[src/rtl/lrs_pkg.sv]
package lrs_pkg;
   typedef enum logic {
      LANES_NARROW = 1'b0,
      LANES_WIDE   = 1'b1
   } lane_mode_e;

   function automatic int unsigned sh_bits(input int unsigned limit);
      return $clog2(limit + 1);
   endfunction
endpackage

[src/rtl/lrs_count_clamp.sv]
module lrs_count_clamp #(
   parameter int CNT_W = 64,
   parameter int LIMIT = 16,
   parameter int OUT_W = 6
) (
   input  logic [CNT_W-1:0] cnt_in,
   output logic [OUT_W-1:0] cnt_out
);
   if (LIMIT >= (1 << OUT_W)) begin : g_bad_out_w
      $error("OUT_W too narrow for LIMIT");
   end

   localparam logic [CNT_W-1:0] LIMIT_V = CNT_W'(LIMIT);

   always_comb begin
      if (cnt_in > LIMIT_V) cnt_out = OUT_W'(LIMIT);
      else                  cnt_out = cnt_in[OUT_W-1:0];
   end
endmodule

[src/rtl/lrs_lane_shift.sv]
module lrs_lane_shift #(
   parameter int LANE_W = 16,
   parameter int SH_W   = 6
) (
   input  logic [LANE_W-1:0] din,
   input  logic              arith,
   input  logic [SH_W-1:0]   shamt,
   output logic [LANE_W-1:0] dout
);
   logic signed [LANE_W:0] ext;
   logic signed [LANE_W:0] shifted;

   always_comb begin
      ext     = $signed({arith & din[LANE_W-1], din});
      shifted = ext >>> shamt;
      dout    = shifted[LANE_W-1:0];
   end
endmodule

[src/rtl/lrs_packed_lanes.sv]
module lrs_packed_lanes #(
   parameter int DATA_W = 64,
   parameter int LANE_W = 16,
   parameter int SH_W   = 6
) (
   input  logic [DATA_W-1:0] din,
   input  logic              arith,
   input  logic [SH_W-1:0]   shamt,
   output logic [DATA_W-1:0] dout
);
   localparam int N_LANES = DATA_W / LANE_W;

   if (DATA_W % LANE_W != 0) begin : g_bad_split
      $error("DATA_W must be a multiple of LANE_W");
   end

   for (genvar g = 0; g < N_LANES; g++) begin : g_lane
      lrs_lane_shift #(.LANE_W(LANE_W), .SH_W(SH_W)) u_lane (
         .din   (din[g*LANE_W +: LANE_W]),
         .arith (arith),
         .shamt (shamt),
         .dout  (dout[g*LANE_W +: LANE_W])
      );
   end
endmodule

[src/rtl/lane_rshift_unit.sv]
module lane_rshift_unit #(
   parameter int DATA_W   = 64,
   parameter int NARROW_W = 16,
   parameter int WIDE_W   = 32,
   parameter int IMM_W    = 5,
   parameter int IDX_W    = 7
) (
   input  logic              clk,
   input  logic              rst_n,
   input  logic              issue,
   input  logic              pred_ok,
   input  logic              wide_lanes,
   input  logic              arith,
   input  logic              cnt_from_reg,
   input  logic [IDX_W-1:0]  dst_idx,
   input  logic [DATA_W-1:0] src_data,
   input  logic              src_tag,
   input  logic [IMM_W-1:0]  imm_cnt,
   input  logic [DATA_W-1:0] cnt_reg,
   input  logic              cnt_tag,
   output logic [DATA_W-1:0] res_data,
   output logic              res_tag,
   output logic              wr_en,
   output logic              ill_fault
);
   import lrs_pkg::*;

   localparam int SH_W = sh_bits(WIDE_W);

   if (WIDE_W <= NARROW_W || DATA_W % WIDE_W != 0 || DATA_W % NARROW_W != 0)
   begin : g_bad_widths
      $error("lane widths must divide DATA_W and WIDE_W must exceed NARROW_W");
   end
   if (IMM_W >= DATA_W) begin : g_bad_imm
      $error("IMM_W must be narrower than DATA_W");
   end

   logic [DATA_W-1:0] cnt_full;
   logic [SH_W-1:0]   sh_narrow, sh_wide;
   logic [DATA_W-1:0] out_narrow, out_wide, nxt_data;
   logic              nxt_tag, idx_legal;
   lane_mode_e        mode;

   assign mode      = lane_mode_e'(wide_lanes);
   assign cnt_full  = cnt_from_reg ? cnt_reg : {{(DATA_W-IMM_W){1'b0}}, imm_cnt};
   assign idx_legal = (dst_idx != '0);

   lrs_count_clamp #(.CNT_W(DATA_W), .LIMIT(NARROW_W), .OUT_W(SH_W)) u_clamp_n (
      .cnt_in (cnt_full), .cnt_out (sh_narrow));
   lrs_count_clamp #(.CNT_W(DATA_W), .LIMIT(WIDE_W), .OUT_W(SH_W)) u_clamp_w (
      .cnt_in (cnt_full), .cnt_out (sh_wide));

   lrs_packed_lanes #(.DATA_W(DATA_W), .LANE_W(NARROW_W), .SH_W(SH_W)) u_lanes_n (
      .din (src_data), .arith (arith), .shamt (sh_narrow), .dout (out_narrow));
   lrs_packed_lanes #(.DATA_W(DATA_W), .LANE_W(WIDE_W), .SH_W(SH_W)) u_lanes_w (
      .din (src_data), .arith (arith), .shamt (sh_wide), .dout (out_wide));

   always_comb begin
      nxt_data = (mode == LANES_WIDE) ? out_wide : out_narrow;
      nxt_tag  = src_tag | (cnt_from_reg & cnt_tag);
   end

   always_ff @(posedge clk or negedge rst_n) begin
      if (!rst_n) begin
         res_data  <= '0;
         res_tag   <= 1'b0;
         wr_en     <= 1'b0;
         ill_fault <= 1'b0;
      end else begin
         wr_en     <= issue & pred_ok & idx_legal;
         ill_fault <= issue & pred_ok & ~idx_legal;
         if (issue) begin
            res_data <= nxt_data;
            res_tag  <= nxt_tag;
         end
      end
   end

   // write and fault never together
   assert_excl_R9: assert property (@(posedge clk) disable iff (!rst_n)
      !(wr_en && ill_fault));

   assert_pred_R8: assert property (@(posedge clk) disable iff (!rst_n)
      (issue && !pred_ok) |=> (!wr_en && !ill_fault));

   assert_idle_R10: assert property (@(posedge clk) disable iff (!rst_n)
      !issue |=> (!wr_en && !ill_fault));

   assert_imm_tag_R7: assert property (@(posedge clk) disable iff (!rst_n)
      (issue && !cnt_from_reg) |=> (res_tag == $past(src_tag)));

   assert_zero_cnt_R6: assert property (@(posedge clk) disable iff (!rst_n)
      (issue && !cnt_from_reg && imm_cnt == '0) |=> (res_data == $past(src_data)));

   assert_clamp_zero_R5: assert property (@(posedge clk) disable iff (!rst_n)
      (issue && cnt_from_reg && !arith && cnt_reg >= DATA_W'(WIDE_W)) |=> (res_data == '0));

   assert_fault_R9: assert property (@(posedge clk) disable iff (!rst_n)
      (issue && pred_ok && dst_idx == '0) |=> ill_fault);
endmodule

[config.mk]
export PLATFORM = sky130hd
export DESIGN_NAME = lane_rshift_unit
export DESIGN_NICKNAME = d
export VERILOG_FILES = /design/src/rtl/lrs_pkg.sv /design/src/rtl/lrs_count_clamp.sv /design/src/rtl/lrs_lane_shift.sv /design/src/rtl/lrs_packed_lanes.sv /design/src/rtl/lane_rshift_unit.sv
export SDC_FILE = /design/constraint.sdc
export NUM_CORES = 1
export LEC_CHECK = 0
export BUFFER_PORTS_ARGS = -buffer_cell sky130_fd_sc_hd__buf_2
export CAP_MARGIN = 20
export CORE_MARGIN = 4
export CORE_UTILIZATION = 48
export CTS_CLUSTER_DIAMETER = 200
export DETAILED_ROUTE_END_ITERATION = 6
export PLACE_DENSITY = 0.75
export SYNTH_ARGS = -nofsm -noshare
export SYNTH_HDL_FRONTEND = slang
export SYNTH_SLANG_ARGS = --single-unit
[constraint.sdc]
create_clock -name clk -period 2.01 [get_ports clk]
set_input_delay 0 -clock clk [delete_from_list [all_inputs] [get_ports clk]]
set_output_delay 0 -clock clk [all_outputs]
set_load 0.005 [all_outputs]
==> results.json, run 1 <==
{
  "grt-ovfl-total": 53,
  "outcome": "did not finish",
  "grt_max_degree": 42,
  "yosysUniqueCellTypes": 80,
  "haltStage": "global routing (5_1_grt)",
  "syn-num-nets": 1595,
  "seq_area_frac_synth_pct": 17.34,
  "syn_inst": 1446,
  "ys_seq_elements": 67,
  "track_usage_pct": 79.58,
  "die_x_um": 149.9,
  "synth_ff_type": "dfrtp_1",
  "initial_core_util_pct": 49.19,
  "cts_root_buf": "clkbuf_16",
  "rows": 51,
  "cts.path.max_buffers": 2,
  "pin_count": 216,
  "worst-ep-kind": "sequential cell input",
  "synth_warnings": 0,
  "cts_buffers": 9,
  "place_congestion": 1.180,
  "synthArstFlopShare_pct": 100.0,
  "tool.error": "[ERROR GRT-0232] Routing congestion too high. Check the congestion heatmap in the GUI.",
  "io_buffer_count": 215,
  "syn_avg_cell_area_um2": 6.685,
  "dp_slack_ns": -0.8966,
  "synth_edf_count": 0,
  "die_h_um": 149.9,
  "worstEndpointGrtRepair": "res_data[43]$_DFFE_PN0P_/D",
  "cts.sinks": 67,
  "syn_area_um2": 9667,
  "h-tree-depth": 3,
  "dp_hpwl_mm": 47.18
}
[routing by layer]
metal | overflow | global-route usage, %
met2 | 25 | 91.73
met1 | 0 | 80.18
met4 | 27 | 77.31
met3 | 0 | 68.87
met5 | 1 | 41.36
[kinds of logic after synthesis]
kind of cell	after synthesis	share of synthesized area (%)
multiplexers	95	10.28
AND/OR/NAND/NOR	535	25.14
AO/OA/AOI/OAI	586	40.25
flip-flops	67	17.34
buffers and inverters	163	6.989
[stage by stage]
step | instances | instance area (µm²) | hold WS (ns) | TNS, ns
floorplan | 1446 | 10170 | -0.2956 | -8.301
global placement | 2180 | 14150 | 0.05737 | -42.41
detailed placement | 2180 | 14150 | 0.05714 | -44.49
CTS | 2255 | 16120 | 0.002291 | -14.41
[what timing repair did]
item                                    4_1_cts
hold buffers                                  6
hold endpoints to repair                     28
cloned                                        2
buffers inserted                             55
pin swaps                                   116
endpoints found under the setup margin       63
resized for setup                           270
[cell usage after synthesis, types with 30 or more instances]
library cell,count,area (µm²)
o21ai_0,121,605.6
nand2_1,234,878.3
a211oi_1,38,285.3
buf_2,39,195.2
clkbuf_1,87,326.6
dfrtp_1,67,1677
nand3_1,53,265.3
mux2i_1,72,720.7
nor3_1,31,155.2
nor2_1,129,484.2
o211ai_1,30,225.2
a31oi_1,36,225.2
a21oi_1,146,730.7
==> inputs of run 2 (changes only) <==
CORE_UTILIZATION = 33   (was 48)
CTS_CLUSTER_DIAMETER = not set   (was 200)
PLACE_DENSITY = not set   (was 0.75)
PLACE_DENSITY_LB_ADDON = 0.15   (was not set)
==> run 2 against run 1 <==
  * The flow now finishes, with violations (negative setup slack)
  * Synthesized cell count unchanged
  * Synthesized area stayed put
==> results.json, run 2 <==
{
  "critPathLaunchType": "input pin",
  "synth_warnings": 0,
  "holdWs_ns": 0.0007998,
  "syn-num-nets": 1595,
  "synth_top_area_cell": "dfrtp_1",
  "failed_checks": "negative setup slack",
  "min_path_type": "input pin to flop",
  "drv_cap": 0,
  "globalRouteMet3Util_pct": 11.73,
  "synth_edf_count": 0,
  "initial_core_util_pct": 33.59,
  "final_common_cell": "buf_4",
  "multiInputGateArea_um2": 9628,
  "period_share_pct": 129.0,
  "synth.most_common_cell": "nand2_1",
  "required_ns": 2.24,
  "yosys-top-cells-count": "234 x nand2_1, 146 x a21oi_1, 129 x nor2_1, 121 x o21ai_0, 87 x clkbuf_1",
  "r2r_cells": 3,
  "hold_depth": 3,
  "worst-path-max-fanout": 6,
  "tightest_slew_ns": 0.6644,
  "cts_root_buf": "clkbuf_16",
  "slew_viol_final": 0,
  "holdCritStartpoint": "src_tag",
  "drive_gt1_share_pct": 54.01,
  "cp.arrival_ns": 2.82,
  "endpoint_kind": "flop",
  "finalHoldViolations": 0,
  "syn_area_um2": 9667,
  "synthArstFlopShare_pct": 100.0,
  "grt-ovfl-total": 0,
  "slew-limit-headroom_pct": 55.71,
  "core_area_um2": 28780,
  "reg2reg_from": "res_data[46]",
  "die_x_um": 179.2,
  "largest_register_ff_count": 64,
  "wl_mm": 76.07,
  "syn_to_final_growth_pct": 93.24,
  "cts.path.max_buffers": 2,
  "rows": 62,
  "wl_per_cell_um": 30.67,
  "regMostFlops": "res_data",
  "grt_max_degree": 70,
  "skew_ns": 0,
  "synth_area_leaders": "dfrtp_1 17%, nand2_1 9.1%, a21oi_1 7.6%",
  "outcome": "finished with violations",
  "stdcell_area_um2": 18680,
  "ant_nets": 0,
  "setup-violations-final": 60,
  "hold_end": "res_tag",
  "dieArea_um2": 32090,
  "grt_pass1_vias": 15184,
  "power.density_nw_per_um2": 487.9,
  "die_h_um": 179.2,
  "viasPerCell": 6.579,
  "use_met1_pct": 54.39,
  "track_usage_pct": 43.81,
  "yosysUniqueCellTypes": 80,
  "timing.fmax_mhz": 385.7,
  "grt-busiest-layer": "met2",
  "critical_path_class": "input pin to flop",
  "ys_seq_elements": 67,
  "place_congestion": 1.071,
  "pin_count": 216,
  "p_leak_nw": 8.147,
  "syn_inst": 1446,
  "seq_area_um2": 1677,
  "reg2reg_to": "res_data[46]",
  "grt_antenna_before_repair": 1,
  "dp_hpwl_mm": 55.07,
  "vias": 16315,
  "dr.pass1.iters": 6,
  "fill_cells": 2535,
  "synth_top_area_share_pct": 17.34,
  "clock_latency_ns": 0.34,
  "h-tree-depth": 3,
  "cts_tree": "built",
  "synth_ff_type": "dfrtp_1",
  "grt_use_met2_pct": 66.68,
  "rsz0062_at_grt": "true",
  "worst_slack_ns": -0.5829,
  "cts_buffers": 9,
  "grt_pass1_wl_mm": 103.5,
  "io_buffer_count": 215,
  "seq_area_frac_synth_pct": 17.34,
  "syn_avg_cell_area_um2": 6.685,
  "final_cell_mix": "410 x buf_4, 210 x nand2_1, 197 x buf_2, 113 x nor2_1, 106 x buf_6",
  "drc_errors": 0,
  "clk_pin_slew_ns": 0.06,
  "cts.sinks": 67,
  "first_iter_violations": 2252,
  "r2r_setup_slack_ns": 0.75,
  "nNetsFinal": 2238,
  "dpl-instance-area_um2": 14480,
  "period_needed_ns": 2.593,
  "irDropWorstVdd_mv": 0.4489
}
-- run 2: worst max-delay path: stages --
cell	delay, ns
buf_6	0.10
nor4_4	0.27
nand4_1	0.17
buf_4	0.18
o41ai_4	0.39
buf_6	0.24
buf_12	0.16
o211ai_1	0.25
nand2_1	0.16
o211ai_1	0.10
buf_4	0.18
a21oi_2	0.16
o21ai_1	0.10
buf_4	0.13
o221a_2	0.21
-- run 2: how the worst max path moves through the flow --
stage,cells after the start,startpoint,slack (ns),endpoint
final,15,cnt_reg[39],-0.58,res_data[14]
after global routing,15,cnt_reg[39],-0.64,res_data[14]
after CTS,14,cnt_reg[21],-0.43,res_data[0]
after detailed placement,13,cnt_reg[45],-1.14,res_data[6]
after global placement,13,cnt_reg[45],-1.15,res_data[6]
after floorplan,11,cnt_reg[47],-0.28,res_data[7]
-- run 2: final cells by class --
cell class | count | area share (%)
multi-input cells | 1218 | 51.54
repair buffers | 778 | 34.82
flip-flops and latches | 67 | 8.975
well taps | 384 | 2.572
clock buffers | 9 | 1.206
clock inverters | 7 | 0.5626
inverters | 15 | 0.3014
diodes | 2 | 0.02679
-- run 2: timing repair --
action,4_1_cts,5_1_grt
setup buffers,55,79
hold buffers,6,0
setup endpoints to repair,63,66
gates cloned,8,8
endpoints found under the hold margin,29,0
pin swaps,77,116
resized for setup,265,291
-- run 2: metrics by stage --
| stage | TNS (ns) | setup WS [ns] | std cells | power, mW | util, % |
|---|---|---|---|---|---|
| finish | -20.72 | -0.5829 | 2480 | 9.114 | 64.91 |
| global route | -24.75 | -0.6353 | 2478 | 9.356 | 64.89 |
| CTS | -15.46 | -0.4277 | 2403 | 8.273 | 57.88 |
| detailed placement | -48.10 | -1.137 | 2323 | 5.862 | 50.30 |
| global placement | -48.41 | -1.149 | 2323 | 5.868 | 50.30 |
| floorplan | -8.301 | -0.2829 | 1446 | 3.474 | - |
-- run 2: cells by family (layout without fill, tap and decap cells) --
family,after synthesis,after routing,synth area share [%]
AO/OA/AOI/OAI,586,587,40.25
AND/OR/NAND/NOR,535,536,25.14
buffers and inverters,163,809,6.989
multiplexers,95,95,10.28
flip-flops,67,67,17.34
other,0,2,0
-- run 2: report_power, final --
part / leakage [nW] / internal, mW / switching [mW]
clock network: 0.159 / 1.11 / 0.722
registers: 0.800 / 1.52 / 0.114
logic: 7.19 / 2.50 / 3.15
-- run 2: per-layer routing --
layer,share of wire [%],vias up
li1,-,6796
met1,36,7743
met2,43,1363
met3,12,413
met4,8.9,0
met5,0,-
(Power assumes the default switching activity.)
